## config.mk

```make
export PLATFORM = sky130hd
export DESIGN_NAME = adc_irq_vector
export DESIGN_NICKNAME = d
export VERILOG_FILES = /design/src/rtl/irqvec_pkg.sv /design/src/rtl/irqvec_slot_flags.sv /design/src/rtl/irqvec_err_flags.sv /design/src/rtl/irqvec_prio_enc.sv /design/src/rtl/adc_irq_vector.sv
export SDC_FILE = /design/constraint.sdc
export NUM_CORES = 1
export LEC_CHECK = 0
export BUFFER_PORTS_ARGS = -buffer_cell sky130_fd_sc_hd__buf_2
export CAP_MARGIN = 0
export CORE_ASPECT_RATIO = 0.5
export CORE_UTILIZATION = 47
export DETAILED_ROUTE_END_ITERATION = 8
export PLACE_DENSITY = 0.94
export SETUP_SLACK_MARGIN = 0.15
export SYNTH_ARGS = -nofsm -noshare
export SYNTH_HDL_FRONTEND = slang
export SYNTH_SLANG_ARGS = --single-unit
export TNS_END_PERCENT = 30
```

## constraint.sdc

```tcl
create_clock -name clk -period 2.8 [get_ports clk]
set_input_delay 0.14 -clock clk [delete_from_list [all_inputs] [get_ports clk]]
set_output_delay 0.14 -clock clk [all_outputs]
set_load 0.02 [all_outputs]
```

## src/rtl/irqvec_pkg.sv

```systemverilog
package irqvec_pkg;

  // Source index layout used by the encoder: 0 = overwrite error,
  // 1 = late-start error, 2.. = result slots in ascending order.
  localparam int SRC_OVR  = 0;
  localparam int SRC_LATE = 1;
  localparam int SRC_SLOT0 = 2;

  typedef struct packed {
    logic ovr;
    logic late;
  } err_flags_t;

  // Vector code of a source index: nonzero, even, ascending with index.
  function automatic int src_code(input int idx);
    return 2 * (idx + 1);
  endfunction

endpackage

```

## src/rtl/irqvec_slot_flags.sv

```systemverilog
module irqvec_slot_flags #(
  parameter int N_SLOTS = 16
) (
  input  logic               clk,
  input  logic               rst_n,
  input  logic [N_SLOTS-1:0] result_done,
  input  logic [N_SLOTS-1:0] result_read,
  output logic [N_SLOTS-1:0] slot_flags,
  output logic               ovr_event
);

  logic [N_SLOTS-1:0] ovr_hit;

  for (genvar i = 0; i < N_SLOTS; i++) begin : g_slot
    // A new result takes precedence over a read in the same cycle.
    always_ff @(posedge clk or negedge rst_n) begin
      if (!rst_n)              slot_flags[i] <= 1'b0;
      else if (result_done[i]) slot_flags[i] <= 1'b1;
      else if (result_read[i]) slot_flags[i] <= 1'b0;
    end

    // The unread result is lost only if nobody reads it this cycle.
    assign ovr_hit[i] = result_done[i] & slot_flags[i] & ~result_read[i];
  end

  assign ovr_event = |ovr_hit;

endmodule

```

## src/rtl/irqvec_err_flags.sv

```systemverilog
module irqvec_err_flags
  import irqvec_pkg::*;
(
  input  logic       clk,
  input  logic       rst_n,
  input  logic       ovr_event,
  input  logic       late_event,
  input  logic       clr_ovr,
  input  logic       clr_late,
  output err_flags_t errs
);

  // Set wins over an acknowledge in the same cycle.
  always_ff @(posedge clk or negedge rst_n) begin
    if (!rst_n) begin
      errs <= '0;
    end else begin
      errs.ovr  <= ovr_event  | (errs.ovr  & ~clr_ovr);
      errs.late <= late_event | (errs.late & ~clr_late);
    end
  end

endmodule

```

## src/rtl/irqvec_prio_enc.sv

```systemverilog
module irqvec_prio_enc
  import irqvec_pkg::*;
#(
  parameter int N_SRC = 18,
  parameter int VEC_W = 16
) (
  input  logic [N_SRC-1:0] pend,
  output logic [VEC_W-1:0] vec,
  output logic             any
);

  // Scan from the lowest priority upward so the lowest index is kept.
  always_comb begin
    vec = '0;
    for (int i = N_SRC - 1; i >= 0; i--) begin
      if (pend[i]) vec = VEC_W'(src_code(i));
    end
  end

  assign any = |pend;

endmodule

```

## src/rtl/adc_irq_vector.sv

```systemverilog
module adc_irq_vector
  import irqvec_pkg::*;
#(
  parameter int N_SLOTS = 16,
  parameter int VEC_W   = 16
) (
  input  logic               clk,
  input  logic               rst_n,
  input  logic [N_SLOTS-1:0] result_done,
  input  logic [N_SLOTS-1:0] result_read,
  input  logic               late_start,
  input  logic [N_SLOTS-1:0] slot_en,
  input  logic               ovr_en,
  input  logic               late_en,
  input  logic               glb_en,
  input  logic               vec_rd,
  output logic [VEC_W-1:0]   vec_word,
  output logic               irq
);

  localparam int N_SRC = N_SLOTS + SRC_SLOT0;
  localparam logic [VEC_W-1:0] CODE_OVR  = VEC_W'(src_code(SRC_OVR));
  localparam logic [VEC_W-1:0] CODE_LATE = VEC_W'(src_code(SRC_LATE));

  logic [N_SLOTS-1:0] slot_flags;
  logic               ovr_event;
  logic               clr_ovr;
  logic               clr_late;
  err_flags_t         errs;
  logic               ovr_flag;
  logic               late_flag;
  logic [N_SRC-1:0]   pend;

  irqvec_slot_flags #(.N_SLOTS(N_SLOTS)) u_slots (
    .clk         (clk),
    .rst_n       (rst_n),
    .result_done (result_done),
    .result_read (result_read),
    .slot_flags  (slot_flags),
    .ovr_event   (ovr_event)
  );

  // Acknowledge only the error source the vector is reporting now.
  assign clr_ovr  = vec_rd && (vec_word == CODE_OVR);
  assign clr_late = vec_rd && (vec_word == CODE_LATE);

  irqvec_err_flags u_errs (
    .clk        (clk),
    .rst_n      (rst_n),
    .ovr_event  (ovr_event),
    .late_event (late_start),
    .clr_ovr    (clr_ovr),
    .clr_late   (clr_late),
    .errs       (errs)
  );

  assign ovr_flag  = errs.ovr;
  assign late_flag = errs.late;

  assign pend[SRC_OVR]  = ovr_flag  & ovr_en  & glb_en;
  assign pend[SRC_LATE] = late_flag & late_en & glb_en;
  assign pend[N_SRC-1:SRC_SLOT0] = slot_flags & slot_en;

  irqvec_prio_enc #(.N_SRC(N_SRC), .VEC_W(VEC_W)) u_enc (
    .pend (pend),
    .vec  (vec_word),
    .any  (irq)
  );

endmodule

```

Word level (Yosys, flattened, before mapping)
Cells that the tools add are included.

Equality and inequality tests: 2. Reductions and logical operators: 20. Bitwise operators: 59. Muxes and demuxes: 50.

Operator list (count): $mux 6 (18); $and 1x1->1 (38); $mux 1 (32); $reduce_bool 2->1 (16); $not 1->1 (18); $reduce_or 18->1 (1); $and 16x16->16 (1); $eq 16x2->1 const B (1); $eq 16x3->1 const B (1); $reduce_or 16->1 (1); $logic_and 1x1->1 (2); $or 1x1->1 (2).

Flip-flop bits (word level): 18. Word-level logic and storage cells: 149. Output and inout port bits: 17. Bits of input ports: 55.

Longest topological paths before layout
Depth after elaboration: 24. Gate-level depth with buffers: 5. Depth with buffers taken out: 5.

Hierarchy
A second synthesis with hierarchy kept.

Cell total of the unflattened synthesis: 148. Area total of the unflattened synthesis: 1278.7 µm².

By module, submodules not included: irqvec_slot_flags (instances 1, seq. area each 400.4 µm², area each 733.2 µm², cells each 69); irqvec_prio_enc (instances 1, seq. area each 0.0 µm², area each 290.3 µm², cells each 48); adc_irq_vector (instances 1, seq. area each 0.0 µm², area each 182.7 µm², cells each 25); irqvec_err_flags (instances 1, seq. area each 50.0 µm², area each 72.6 µm², cells each 6).

Least setup slack after synthesis
OpenSTA, ideal clock, no wires.

Path kind: reg2out. From: register u_slots.slot_flags[7]. To: output vec_word[5]. Path buffers: 0. Required time: 2.660 ns. Arrival time: 1.754 ns. Setup slack: 0.906 ns. Stages on the path, launching flop included: 4. Cells stage by stage: dfrtp_1 > a22o_1 > nor4_4 > nor4b_1.

Word-level cells in the longest chain between the ends: 11.

RTL lines: start, declared (RTL line irqvec_slot_flags.sv:8) `output logic [N_SLOTS-1:0] slot_flags,`; start signal, assigned by index (RTL line irqvec_slot_flags.sv:17) `if (!rst_n) slot_flags[i] <= 1'b0;`; start signal, assigned by index (RTL line irqvec_slot_flags.sv:18) `else if (result_done[i]) slot_flags[i] <= 1'b1;`; start signal, assigned by index (RTL line irqvec_slot_flags.sv:19) `else if (result_read[i]) slot_flags[i] <= 1'b0;`; $and 16x16->16 (RTL line adc_irq_vector.sv:62) `assign pend[N_SRC-1:SRC_SLOT0] = slot_flags & slot_en;`; $mux 6 (10 in series) (RTL line irqvec_prio_enc.sv:16) `if (pend[i]) vec = VEC_W'(src_code(i));`; end, declared (RTL line adc_irq_vector.sv:17) `output logic [VEC_W-1:0] vec_word,`.

Every way passes these cells.

Worst setup path after layout
Ends and elaborated chain as after synthesis.

==> results.yml <==
yosys:
  synth_top_area_share_pct: 36.3
  ys_seq_elements: 18
  ys_async_sr_fraction_pct: 100
  synth-edff-count: 0
  synth_xor_area_share_pct: 0
  synthAdderAreaFrac_pct: 0
  synth_compound_area_share_pct: 26.6
  ys_warn_count: 0
  yosysTopAreaCell: "dfrtp_1"
  synth.yosys.seq_area_share_pct: 36.3
  synth_top_family_by_area: "compound AO/OA/AOI/OAI gates"
  syn_area_per_cell_sq_um: 8.87
  yosys.area_share.simple_pct: 24.7
  synthTopCellsByArea: "dfrtp_1, nand3b_1, a21o_1, buf_4, inv_1"
  yosys-mux-area-fraction_pct: 0
  synth_flop_cell: "dfrtp_1"
  synthTopCellsByCount: "dfrtp_1, inv_1, nand3b_1"
  netlist_area_sq_um: 1240
  synthCells: 140
  synth.distinct_cells: 32
worst_setup_path:
  r2r_slack_ps: 960
  cpPeakStageDelay_ps: 430
  path_class: "flop to output pin"
  cp.required_ps: 2660
  crit_path_start_kind: "flop"
  cpLargestDelayFamily: "simple AND/OR/NAND/NOR gates"
  reg2reg_to: "u_errs.errs[0]"
  cp_data_arrival_time_ps: 1800
  path_buf_inv: 1
  ff2ff_path_depth: 5
  crit_fanout: 5
  worstReg2RegStart: "u_slots.slot_flags[7]"
  worstPathCellList: "a22o_1 -> nor4_4 -> nor4b_1 -> buf_2"
  cp_slowest_cell: "dfrtp_1"
  crit_path_end_kind: "output pin"
global_routing:
  grt_max_degree: 19
  gr-usage-all-layers_pct: 25.3
  grt_pass1_wl_microns: 5210
  overflow: 0
  grt_pass1_vias: 1224
  antenna_found_initial: 0
placed_design:
  routabilityCongestion: 0.808
  dp_hpwl_microns: 2660
  place_area_sq_um: 1540
  dp_slack_ps: 984
  portBuffers: 60
  dpl.cell_count: 234
final_layout:
  stdcell_count: 239
  fin_util_pct: 68.1
  fin_area_sq_um: 1610
  area_growth_syn_to_layout_pct: 29.3
  finalNetCount: 260
  antenna_cells: 0
  drive_gt1_share_pct: 33.8
route:
  firstDrtPassIters: 4
  viasPerCell: 5.46
  drc_errors: 0
  detail_route.wl_per_cell_microns: 13.4
  routed_wl_microns: 3210
  final_antenna_net_count: 0
  vias: 1305
  drt_iter0_drc: 92
sta:
  grt_setup_unrepaired: "false"
  finalCritPeriodShare_pct: 69.4
  whs_ps: 69.0
  hold_viol: 0
  setup_tns_ps: 0
  max_freq_mhz: 515
  post-route-min-period_ps: 1940
  fin_skew_ps: 6.99
  setup_ws_ps: 857
  slew_violations: 0
  setup_viol: 0
min_path:
  whs_endpoint: "u_slots.slot_flags[0]"
  hp-class: "primary input to flop"
  min_path_cells: 2
  min-delay-start: "result_done[0]"
power_and_ir_drop:
  peakVddDrop_v: 0.000289
  cellPowerDensity_nw_per_um2: 433
  finalPower_mw: 0.695
  p_leak_nw: 0.848
die:
  rows: 12
  design.core.area_sq_um: 2360
  die-area_sq_um: 2860
  io_pins: 72
  die_w_microns: 74.7
  die_h_microns: 38.3
  start_util_pct: 52.7
cts:
  cts_root_buf: "clkbuf_8"
  clock_latency_ps: 260
  path_clk_slew_ps: 70
  cts_buffers: 3
  htreeDepth: 1
  cts_buffer_depth: 2
  post_cts_buffers: 0
  cts_tree: "yes"
  clock-sinks: 18
run_status:
  status: "finished, final reports clean"
job:
  maxCapViolations: 0
how the worst max path moves through the flow:
stage | depth (start not counted) | from | end | slack [ps]
2_1_floorplan | 3 | u_slots.slot_flags[7] | vec_word[5] | 910
3_3_place_gp | 5 | u_slots.slot_flags[7] | u_errs.errs[0] | 1040
3_5_place_dp | 5 | u_slots.slot_flags[7] | u_errs.errs[0] | 980
4_1_cts | 4 | u_slots.slot_flags[7] | vec_word[5] | 870
5_1_grt | 4 | u_slots.slot_flags[7] | vec_word[5] | 770
6_report | 4 | u_slots.slot_flags[7] | vec_word[5] | 860
timing repair:
item	in CTS	in global routing
gates resized for setup	0	0
hold buffers	1	0
hold endpoints to repair	18	0
cells in the final DEF, fill, tap and decap left out, types with 6 or more instances in the layout:
cell type	count
a21o_1	15
a22o_1	6
buf_2	60
conb_1	11
dfrtp_1	18
inv_1	18
nand2_1	15
nand3b_1	16
cell families (layout without fill, tap and decap cells):
| kind of cell | count (synthesis) | count (layout) |
|---|---|---|
| buffers and inverters | 29 | 83 |
| AND/OR/NAND/NOR | 50 | 50 |
| flip-flops | 18 | 18 |
| AO/OA/AOI/OAI | 42 | 42 |
| other | 1 | 11 |
layer usage:
metal | track usage, % | part of all wire [%] | up-vias
li1 | - | - | 622
met5 | 0 | 0 | -
met2 | 43.5 | 48 | 66
met3 | 6.58 | 7.7 | 2
met1 | 31.8 | 44 | 615
met4 | 7.55 | 0.31 | 0
registers in the layout, summed over array words and instances, names as in the netlist:
signal,cells
u_slots.slot_flags,16
u_errs.errs,2
final cells by class:
class	count	area [sq um]
flip-flops and latches	18	450
well taps	35	43.8
multi-input cells	103	678
inverters	18	67.6
repair buffers	61	310
clock buffers	4	55.1
fillers	178	752
power by group:
group	switching, mW	internal, mW	leakage [nW]
combinational	0.103	0.0821	0.629
sequential	0.0187	0.277	0.190
clock	0.0897	0.125	0.0288
total	0.211	0.484	0.848
Power figures use the tool's default switching activity.
